$ cat src/rtl/fbaud_pkg.sv
package fbaud_pkg;

    // Width of the quarter-step field (covers divisors up to 8192.75 clocks)
    localparam int FIELD_W = 15;
    // Quarter units gained per peripheral clock
    localparam int QSTEP   = 4;
    // Accumulator width: holds period + QSTEP without wrap
    localparam int ACC_W   = FIELD_W + 2;

    typedef logic [FIELD_W-1:0] field_t;
    typedef logic [ACC_W-1:0]   acc_t;

    // Divider state handed from the capture register to the accumulator
    typedef struct packed {
        logic   restart;
        field_t field;
    } div_cmd_t;

    // Oversample period in quarter clocks
    function automatic acc_t period_q(input field_t f);
        return acc_t'(f) + acc_t'(QSTEP);
    endfunction

endpackage

$ cat src/rtl/fbaud_div_reg.sv
module fbaud_div_reg
    import fbaud_pkg::*;
#(
    parameter int REG_W    = 32,
    parameter int FRAC_LSB = 6
) (
    input  logic             clk,
    input  logic             rst,
    input  logic             wr,
    input  logic [REG_W-1:0] wdata,
    output div_cmd_t         cmd
);

    localparam int FIELD_MSB = FRAC_LSB + FIELD_W - 1;

    field_t field_q;

    generate
        if (FIELD_MSB >= REG_W) begin : g_bad_width
            initial $error("divider field does not fit the register word");
        end
    endgenerate

    always_ff @(posedge clk) begin
        if (rst) begin
            field_q <= '0;
        end else if (wr) begin
            field_q <= wdata[FIELD_MSB:FRAC_LSB];
        end
    end

    always_comb begin
        cmd.restart = wr;
        cmd.field   = field_q;
    end

endmodule

$ cat src/rtl/fbaud_phase_acc.sv
module fbaud_phase_acc
    import fbaud_pkg::*;
(
    input  logic     clk,
    input  logic     rst,
    input  div_cmd_t cmd,
    input  logic     run,
    output logic     tick
);

    acc_t acc_q;
    acc_t period;
    acc_t sum;
    logic hit;
    logic tick_q;

    always_comb begin
        period = period_q(cmd.field);
        sum    = acc_q + acc_t'(QSTEP);
        hit    = (sum >= period);
    end

    always_ff @(posedge clk) begin
        if (rst || cmd.restart || !run) begin
            acc_q  <= '0;
            tick_q <= 1'b0;
        end else begin
            tick_q <= hit;
            acc_q  <= hit ? (sum - period) : sum;
        end
    end

    assign tick = tick_q;

    // Gap counter: clocks since the last observed tick
    acc_t gap_q;
    logic seen_q;

    always_ff @(posedge clk) begin
        if (rst || cmd.restart || !run) begin
            gap_q  <= '0;
            seen_q <= 1'b0;
        end else if (tick_q) begin
            gap_q  <= acc_t'(1);
            seen_q <= 1'b1;
        end else if (gap_q != '1) begin
            gap_q  <= gap_q + acc_t'(1);
        end
    end

    // residue always below the period
    p_acc_range_r4: assert property (@(posedge clk) disable iff (rst)
        acc_q < period);

    // tick spacing within floor/ceil of period/4
    p_gap_bound_r5: assert property (@(posedge clk) disable iff (rst)
        (tick_q && seen_q) |->
            (gap_q >= (period >> 2)) && (gap_q <= ((period + acc_t'(3)) >> 2)));

    // single-cycle pulse once the period reaches two clocks
    p_single_pulse_r7: assert property (@(posedge clk) disable iff (rst)
        (tick_q && (period >= acc_t'(8)) && !cmd.restart) |=> !tick_q);

endmodule

$ cat src/rtl/frac_baud_gen.sv
module frac_baud_gen
    import fbaud_pkg::*;
#(
    parameter int REG_W    = 32,
    parameter int FRAC_LSB = 6
) (
    input  logic             clk,
    input  logic             rst,
    input  logic             div_wr,
    input  logic [REG_W-1:0] div_wdata,
    input  logic             tx_en,
    input  logic             rx_en,
    output logic             tick
);

    div_cmd_t cmd;
    logic     run;

    assign run = tx_en | rx_en;

    fbaud_div_reg #(
        .REG_W    (REG_W),
        .FRAC_LSB (FRAC_LSB)
    ) u_reg (
        .clk   (clk),
        .rst   (rst),
        .wr    (div_wr),
        .wdata (div_wdata),
        .cmd   (cmd)
    );

    fbaud_phase_acc u_acc (
        .clk  (clk),
        .rst  (rst),
        .cmd  (cmd),
        .run  (run),
        .tick (tick)
    );

    // capture edge of a write leaves the tick low
    p_wr_quiet_r6: assert property (@(posedge clk) disable iff (rst)
        div_wr |=> !tick);

    // both directions disabled keeps the tick low
    p_idle_low_r8: assert property (@(posedge clk) disable iff (rst)
        !(tx_en || rx_en) |=> !tick);

    // reset leaves the tick low
    p_reset_low_r1: assert property (@(posedge clk)
        rst |=> !tick);

endmodule

$ cat config.mk
export PLATFORM = sky130hd
export DESIGN_NAME = frac_baud_gen
export DESIGN_NICKNAME = d
export VERILOG_FILES = /design/src/rtl/fbaud_pkg.sv /design/src/rtl/fbaud_div_reg.sv /design/src/rtl/fbaud_phase_acc.sv /design/src/rtl/frac_baud_gen.sv
export SDC_FILE = /design/constraint.sdc
export NUM_CORES = 1
export LEC_CHECK = 0
export ABC_AREA = 1
export BUFFER_PORTS_ARGS = -buffer_cell sky130_fd_sc_hd__buf_2
export CORE_MARGIN = 3
export CORE_UTILIZATION = 29
export DETAILED_ROUTE_END_ITERATION = 8
export SYNTH_ARGS = -nofsm -noshare
export SYNTH_HDL_FRONTEND = slang
export SYNTH_SLANG_ARGS = --single-unit
$ cat constraint.sdc
create_clock -name clk -period 2.9 [get_ports clk]
set_clock_uncertainty 0.05 [all_clocks]
set_input_delay 0.725 -clock clk [delete_from_list [all_inputs] [get_ports clk]]
set_output_delay 0.725 -clock clk [all_outputs]
set_load 0.005 [all_outputs]
After elaboration in Yosys (flattened, before gate mapping)

Cells that the tools add are included.

Add/sub/neg operators: 3
Order comparisons: 1
Bitwise operators: 1
Reductions and logical operators: 3
Multiplexer cells: 1

Operators with widths:

| kind                  | number |
|---|---|
| $add 17x3->17 const B | 1 |
| $ge 17x17->1          | 1 |
| $mux 17               | 1 |
| $sub 17x17->17        | 1 |
| $add 15x3->16 const B | 1 |
| $logic_or 1x1->1      | 2 |
| $logic_not 1->1       | 1 |
| $or 1x1->1            | 1 |

Register bits: 33
Input bits: 37
Output and inout port bits: 1

Depth between registers and ports, before layout

Gate-level depths: netlist (run 1).

Word-level depth: 3
Depth in mapped cells: 22

Modules after synthesis

Synthesis (run 1) repeated with hierarchy kept, for this count alone.

Cells, all modules: 449
Area total of the unflattened synthesis: 2,835.2 um^2

Modules (own cells, without submodules):

| module          | sequential area each (um^2) | instances | area an instance (um^2) | cells each |
|---|---|---|---|---|
| fbaud_phase_acc | 360.3                       | 1         | 2,182.1                 | 350 |
| fbaud_div_reg   | 300.3                       | 1         | 641.9                   | 96 |
| frac_baud_gen   | 0.0                         | 1         | 11.3                    | 3 |

Worst setup path before layout (run 1)

No wires, ideal clock.

Path type: reg-to-reg
From: register u_reg.field_q[4]
To: register u_acc.acc_q[14]
Stages on the path, launching flop included: 19
Data required time: 2,737 ps
Buffers on the path: 1
Library setup time: 113 ps
Slack: 136 ps
Arrival: 2,602 ps
Clock period less this slack: 2,764 ps
Cells stage by stage: dfxtp_1 nand3_1 nor3_1 nand3_1 nor2_1 nand3_1 a22o_1 ha_1 nand2_1 nor2_1 inv_1 nor2_1 nor2_1 nand2_2 nor2_4 buf_6 nand3b_1 nand2_1 nor2_1

Cells in the longest elaborated chain, start to end: 3

Ends and longest elaborated chain:

| what                                                  | line                                         | source |
|---|---|---|
| start, declared                                       | fbaud_div_reg.sv:16                          | `field_t field_q;` |
| start signal, assigned                                | fbaud_div_reg.sv:28                          | `field_q <= wdata[FIELD_MSB:FRAC_LSB];` |
| $add 15x3->16 *                                       | fbaud_pkg.sv:21                              | `return acc_t'(f) + acc_t'(QSTEP);` |
| $sub 17x17->17 / $ge 17x17->1 (equally long branches) | fbaud_phase_acc.sv:29, fbaud_phase_acc.sv:20 |  |
| $mux 17 *                                             | fbaud_phase_acc.sv:29                        | `acc_q <= hit ? (sum - period) : sum;` |
| end signal, assigned                                  | fbaud_phase_acc.sv:29                        |  |
| end, declared                                         | fbaud_phase_acc.sv:11                        | `acc_t acc_q;` |

Mark *: on every way between the ends. The rest lies on a longest branch, timed or not.
A chain may end at the register's enable or synchronous reset.

Worst setup path in the final report (run 1)

From: register u_reg.field_q[3]
To: register u_acc.acc_q[14]

Same word-level chain as after synthesis.

==> summary.txt, run 1 <==
Die H: 104 um
WS Path Type: reg2reg
synth top area cells: dfxtp_1 (24%), nand2_1 (14%), nor2_1 (11%)
Buffers on Ports: 20
critical path's top delay family: simple AND/OR/NAND/NOR gates
Cell Pwr Density: 1040 mW/mm^2
crit share post-route: 99.9%
post-synthesis sequential area ratio: 23.9%
Highest Clock Rate: 345 MHz
DPL Wire Length: 5.31 mm
Root Buffer: clkbuf_8
routed vias/inst: 4.48
Startpoint Class: flip-flop
leading area contributor after synthesis: dfxtp_1
Pleak: 1.79 nW
Yosys warnings: 0
highest metal used: met4
final hold vios: 0
XOR/XNOR Fraction of Synth Area: 8.22%
TritonCTS Sinks: 33
worst hold path class: reg2reg
GRT overflow: 0
Tmin final: 2.90 ns
synthesized flop and latch total: 33
max-slew violation count: 0
top-count cell post-synth: nand2_1
Synth top area share: 23.9%
WL met1: 3.16 mm
final wirelength: 6.75 mm
Simple-Gate Fraction of Synth Area: 40.3%
routed len/inst: 10.8 um
CTS Buf Count: 5
Initial Utilization: 30.0%
overall routing resource usage: 12.5%
RSZ-0062 raised after global routing: yes
dpl cell area: 0.00321 mm^2
post-route design area: 0.00352 mm^2
first-pass GRT wire length: 11.2 mm
pre-CTS setup slack: 0.0160 ns
Util after Layout: 38.1%
First DRT Iteration DRCs: 107
initial antenna violation count: 0
DR WL met2: 3.07 mm
CP endpoint kind: flip-flop
CP cell instances: ha_4 > nand3_2 > nor2_1 > nand2_1 > nor2_2 > and3_4 > nand2_2 > xor2_1 > ha_1 > nand2_1 > nor2_2 > inv_1 > nor2_1 > nor2_2 > nand2_2 > nor2_4 > clkbuf_16 > nand3b_1 > nand2_1 > nor2_1
mapped cell area: 0.00277 mm^2
status: completed
ys flop type: dfxtp_1
Via Count: 2789
CTS tree: done
commonest cells in the synthesized netlist: nand2_1 (101), nor2_1 (81), inv_1 (53), nand3_1 (34), dfxtp_1 (33)
worst path bufs/invs: 2
core footprint: 0.00924 mm^2
main combinational cell family by area after synthesis: simple AND/OR/NAND/NOR gates
Mapped Avg Cell Area: 6.29 um^2
Placer Congestion: 0.890
FF-to-FF path depth: 20
post-synthesis compound-gate area fraction: 9.76%
vias in the first global route: 2597
Final nets: 548
CTS H-tree depth: 2
layout cells sized above 1: 23.1%
Worst Max-Slew Pin Slew: 0.527 ns
mux cell area share after synthesis: 0%
Synth Area in Adders: 8.86%
# diodes: 0
count of different cell masters after synthesis: 31
Clock Latency Late Sink: 0.28 ns
largest net degree at the start of global routing: 22
max incr delay on CP: 0.38 ns
cell row count: 35
CP Max Fanout: 8
Slew headroom: 64.8%
setup TNS: 0 ns
WP data arrival: 3.02 ns
FILL cells: 979
Max Root-Sink Buffers: 2
hold path cells: 2
Clock Pin Slew Worst Setup and Hold Paths: 0.07 ns
Worst EP required: 3.02 ns
Max Cap Viol: 0
FFs w/ async S/R, synth: 0%
Post-synth EDFFs: 0
met3 WL: 240 um
Die W: 104 um
Area Overhead vs Synth: 27.1%
Top Ports: 38
Worst path depth: 20
Post-Syn Instances: 440
DIE AREA: 0.0108 mm^2
final number of setup-violating endpoints: 0
syn_nets: 496
worst setup margin: 0.00355 ns
Crit-path slowest cell: ha_1
DRT antenna net count: 0
remaining routing DRC violations: 0
Max IR drop VDD: 0.000293 V
First-pass DRT Iterations: 4
Pwr Total: 3.67 mW
==> routing by layer <==
layer / GRT usage, % / vias to the layer above
met1: 16.0 / 1202
met2: 20.5 / 71
met5: 0 / -
met4: 5.70 / 0
li1: - / 1492
met3: 2.12 / 24
==> flip-flops by register name, summed over array words and instances, names as in the netlist <==
register	flops
u_reg.field_q	15
u_acc.tick	1
u_acc.acc_q	17
==> worst reg2reg max path, cell delays in order, from the launching register on <==
cell,delay (ns)
dfxtp_2,0.36
ha_4,0.14
nand3_2,0.08
nor2_1,0.11
nand2_1,0.09
nor2_2,0.13
and3_4,0.22
nand2_2,0.05
xor2_1,0.15
ha_1,0.38
nand2_1,0.10
nor2_2,0.04
inv_1,0.04
nor2_1,0.05
nor2_2,0.16
nand2_2,0.09
nor2_4,0.18
clkbuf_16,0.18
nand3b_1,0.07
nand2_1,0.06
nor2_1,0.04
==> placed cells by master (no fill, tap or decap), drive strengths merged, types with 3 or more instances in the layout <==
| master | instances |
|---|---|
| nand3b | 7 |
| nor3 | 8 |
| buf | 52 |
| dfxtp | 33 |
| xnor2 | 5 |
| xor2 | 21 |
| inv | 54 |
| nand2 | 105 |
| a21oi | 23 |
| nor2 | 85 |
| nand4 | 3 |
| o21bai | 3 |
| nand3 | 39 |
| clkbuf | 7 |
| o21ai | 21 |
| ha | 18 |
==> timing repair <==
| item | 4_1_cts | 5_1_grt |
|---|---|---|
| endpoints found under the hold margin | 0 | 0 |
| hold buffers | 0 | 0 |
| buffers inserted | 1 | 4 |
| endpoints found under the setup margin | 16 | 18 |
| resized for setup | 4 | 36 |
| gates cloned | 0 | 1 |
| pin swaps | 1 | 14 |
==> cells by family after synthesis <==
group	Yosys count
fa+ha+maj	19
buf+inv	62
compound gates	50
simple gates	250
flops	33
xor+xnor	26
==> per-stage QoR <==
stage / hold WS, ns / std cells
global route: 0.482 / 622
finish: 0.460 / 622
floorplan: 0.404 / 440
global placement: 0.431 / 608
CTS: 0.458 / 617
detailed placement: 0.447 / 608
==> final timing paths <==
kind	startpoint	endpoint	slack (ns)
hold reg to reg	u_reg.field_q[7]	u_reg.field_q[7]	0.46
hold / removal	u_reg.field_q[7]	u_reg.field_q[7]	0.46
setup / recovery	u_reg.field_q[3]	u_acc.acc_q[14]	0.004
setup reg to reg	u_reg.field_q[3]	u_acc.acc_q[14]	0.004
==> area by class of cell <==
type	instances	area [um^2]	area share, %
timing repair buffer	53	390	11.1
inverter	54	203	5.76
clock buffer	6	72.6	2.06
multi-input combinational	345	2020	57.3
tap	129	161	4.59
clock inverter	2	10.0	0.284
sequential	33	666	18.9
==> report_power, final <==
part	switching (mW)	internal, mW	total, mW	leakage [nW]
clock network	0.166	0.166	0.332	0.0450
registers	0.0745	0.552	0.626	0.272
logic	1.53	1.18	2.71	1.47
No activity file was read; power rests on OpenSTA's default activity.
==> inputs of run 2 (changes only) <==
==> constraint.sdc (replaced) <==
create_clock -name clk -period 2.9 [get_ports clk]
set_clock_uncertainty 0.05 [all_clocks]
set_input_delay 0.145 -clock clk [delete_from_list [all_inputs] [get_ports clk]]
set_output_delay 0.145 -clock clk [all_outputs]
set_load 0.005 [all_outputs]
==> summary.txt, run 2 (synthesized netlist as in run 1, its figures left out) <==
most frequent cell on the critical path: nor2_2
CP cell instances: ha_4 > nand3_4 > nor2_4 > nand2_2 > nor2_2 > and3_4 > nand2_1 > xor2_2 > ha_4 > nand2_1 > nor2_2 > inv_1 > nor2_2 > nor2_2 > nand2_2 > nor2_4 > clkbuf_16 > nand3_1 > nand2_1 > nor2_1 (was ha_4 > nand3_2 > nor2_1 > nand2_1 > nor2_2 > and3_4 > nand2_2 > xor2_1 > ha_1 > nand2_1 > nor2_2 > inv_1 > nor2_1 > nor2_2 > nand2_2 > nor2_4 > clkbuf_16 > nand3b_1 > nand2_1 > nor2_1)
CTS Buf Count: 5 (unchanged)
largest net degree at the start of global routing: 22 (unchanged)
met3 GRT Util: 2.12% (unchanged)
worst setup margin: 0.115 ns (was 0.00355 ns)
DIE AREA: 0.0108 mm^2 (unchanged)
worst hold slack: 0.0235 ns (was 0.460 ns)
Cell Pwr Density: 1050 mW/mm^2 (was 1040 mW/mm^2)
CP Max Fanout: 7 (was 8)
worst hold path class: in2reg (was reg2reg)
DPL Wire Length: 5.42 mm (was 5.31 mm)
DRT antenna net count: 0 (unchanged)
FILL cells: 959 (was 979)
cell row count: 35 (unchanged)
CTS H-tree depth: 2 (unchanged)
Top Ports: 38 (unchanged)
most frequent cells in the layout: nand2_1 (89), nor2_1 (62), inv_1 (49), buf_4 (32), nand3_1 (30) (was nand2_1 (93), nor2_1 (77), inv_1 (51), nand3_1 (32), buf_4 (30))
Clock Latency Late Sink: 0.29 ns (was 0.28 ns)
Clk network pwr share: 8.2% (was 9.0%)
First-pass DRT Iterations: 4 (unchanged)
Buffers on Ports: 20 (unchanged)
Max IR drop VDD: 0.000348 V (was 0.000293 V)
final wirelength: 6.93 mm (was 6.75 mm)
First DRT Iteration DRCs: 80 (was 107)
RSZ-0062 raised after global routing: yes (unchanged)
routed len/inst: 11.1 um (was 10.8 um)
most common cell after layout, fill and taps aside: nand2_1 (unchanged)
met1 usage: 15.2% (was 16.0%)
Startpoint Class: flip-flop (unchanged)
hold wc startpoint: div_wdata[8] (was u_reg.field_q[7])
Worst R2R Start: u_reg.field_q[3] (unchanged)
Sequential Power Share: 16.5% (was 17.1%)
overall routing resource usage: 12.4% (was 12.5%)
Tmin final: 2.79 ns (was 2.90 ns)
Post-CTS Hold Buffers: 0 (unchanged)
GRT overflow: 0 (unchanged)
reg2reg setup slack: 0.11 ns (was 0.004 ns)
max-slew violation count: 0 (unchanged)
Worst Max-Slew Pin Slew: 0.538 ns (was 0.527 ns)
Pleak: 1.81 nW (was 1.79 nW)
Final nets: 550 (was 548)
initial antenna violation count: 0 (unchanged)
status: completed (unchanged)
Max Cap Viol: 0 (unchanged)
Slew headroom: 64.1% (was 64.8%)
FF-to-FF End: u_acc.acc_q[12] (was u_acc.acc_q[14])
remaining routing DRC violations: 0 (unchanged)
first-pass GRT wire length: 11.3 mm (was 11.2 mm)
Crit-path slowest cell: dfxtp_4 (was ha_1)
Worst EP required: 3.03 ns (was 3.02 ns)
Die H: 104 um (unchanged)
routed vias/inst: 4.43 (was 4.48)
pre-CTS setup slack: 0.00871 ns (was 0.0160 ns)
Highest Clock Rate: 359 MHz (was 345 MHz)
vias in the first global route: 2682 (was 2597)
CP endpoint kind: flip-flop (unchanged)
Worst Hold Path EP: u_reg.field_q[2] (was u_reg.field_q[7])
max incr delay on CP: 0.38 ns (about the same)
Die W: 104 um (unchanged)
WS Path Type: reg2reg (unchanged)
Logic pwr share: 75.3% (was 73.9%)
Int Pwr: 1.99 mW (was 1.89 mW)
final hold vios: 0 (unchanged)
WP data arrival: 2.92 ns (was 3.02 ns)
FF-to-FF path depth: 20 (unchanged)
CTS tree: done (unchanged)
Initial Utilization: 30.0% (unchanged)
layout cells sized above 1: 28.8% (was 23.1%)
core footprint: 0.00924 mm^2 (unchanged)
final number of setup-violating endpoints: 0 (unchanged)
Clock Pin Slew Worst Setup and Hold Paths: 0.07 ns (about the same)
Placer Congestion: 0.876 (was 0.890)
GR Layer Usage met2: 21.3% (was 20.5%)
Area Overhead vs Synth: 32.9% (was 27.1%)
Root Buffer: clkbuf_8 (unchanged)
# diodes: 0 (unchanged)
max reg flops: 17 (unchanged)
Max Root-Sink Buffers: 2 (unchanged)
Largest Register: u_acc.acc_q (unchanged)
net switching power: 1.86 mW (was 1.77 mW)
Most Crowded Layer GR: met2 (unchanged)
Sw Share: 48.4% (was 48.3%)
Via Count: 2753 (was 2789)
hold path cells: 3 (was 2)
crit share post-route: 96.0% (was 99.9%)
TritonCTS Sinks: 33 (unchanged)
Pwr Total: 3.85 mW (was 3.67 mW)
==> run 2: cell types whose count changed in the layout (fill, tap and decap cells not counted), moves of 4 or more <==
| cell | previous run | this run |
|---|---|---|
| nor2_1 | 77 | 62 |
| ha_4 | 3 | 7 |
| ha_1 | 14 | 10 |
| nand2_1 | 93 | 89 |
| nor2_2 | 5 | 20 |
==> run 2: final cells by class <==
cell class / instances / area (um^2) / area share [%]
Tap cell: 129 / 161 / 4.39
Timing Repair Buffer: 55 / 405 / 11.0
Clock buffer: 5 / 68.8 / 1.87
Multi-Input combinational cell: 345 / 2160 / 58.7
Sequential cell: 33 / 674 / 18.3
Clock inverter: 1 / 5.00 / 0.136
Inverter: 54 / 205 / 5.58
==> run 2: per-stage QoR <==
stage               cell area, um^2  TNS, ns  cells  utilization [%]
floorplan                      2770        0    440                -
global placement               3210        0    608             34.8
detailed placement             3210        0    608             34.8
CTS                            3300        0    615             35.7
global route                   3680   -0.874    622             39.8
finish                         3680        0    622             39.8
==> run 2: how the worst max path moves through the flow <==
stage | from | to | depth (start not counted)
global route | u_reg.field_q[3] | u_acc.acc_q[6] | 22
finish | u_reg.field_q[3] | u_acc.acc_q[12] | 20
floorplan | u_reg.field_q[4] | u_acc.acc_q[14] | 18
CTS | u_reg.field_q[2] | u_acc.acc_q[12] | 22
detailed placement | u_reg.field_q[3] | u_acc.acc_q[12] | 20
global placement | u_reg.field_q[2] | u_acc.acc_q[12] | 20
==> run 2: critical path: cells and delay by family, from the launching register on <==
family                     cells  cell delay [ns]
and+or+nand+nor               15             1.42
buffers and inverters          2             0.25
adders and majority gates      2             0.40
xor gates and xnor gates       1             0.19
DFF                            1             0.38
==> run 2: repair_timing <==
item | CTS | global route
endpoints found under the setup margin | 13 | 18
resized for setup | 4 | 75
pin swaps | 1 | 24
cloned | 0 | 1
setup buffers | 1 | 7
==> run 2: layer usage <==
| layer | vias up | wire length (um) |
|---|---|---|
| met2 | 38 | 3370 |
| met5 | - | 0 |
| met1 | 1201 | 3180 |
| met3 | 13 | 207 |
| li1 | 1501 | - |
| met4 | 0 | 172 |
==> run 2: power groups by stage <==
stage	registers, mW	logic, mW	clock network (mW)
floorplan	0.628	1.78	0
global placement	0.623	2.42	0
detailed placement	0.626	2.45	0
CTS	0.617	2.48	0.326
global route	0.648	3.24	0.340
finish	0.633	2.90	0.316
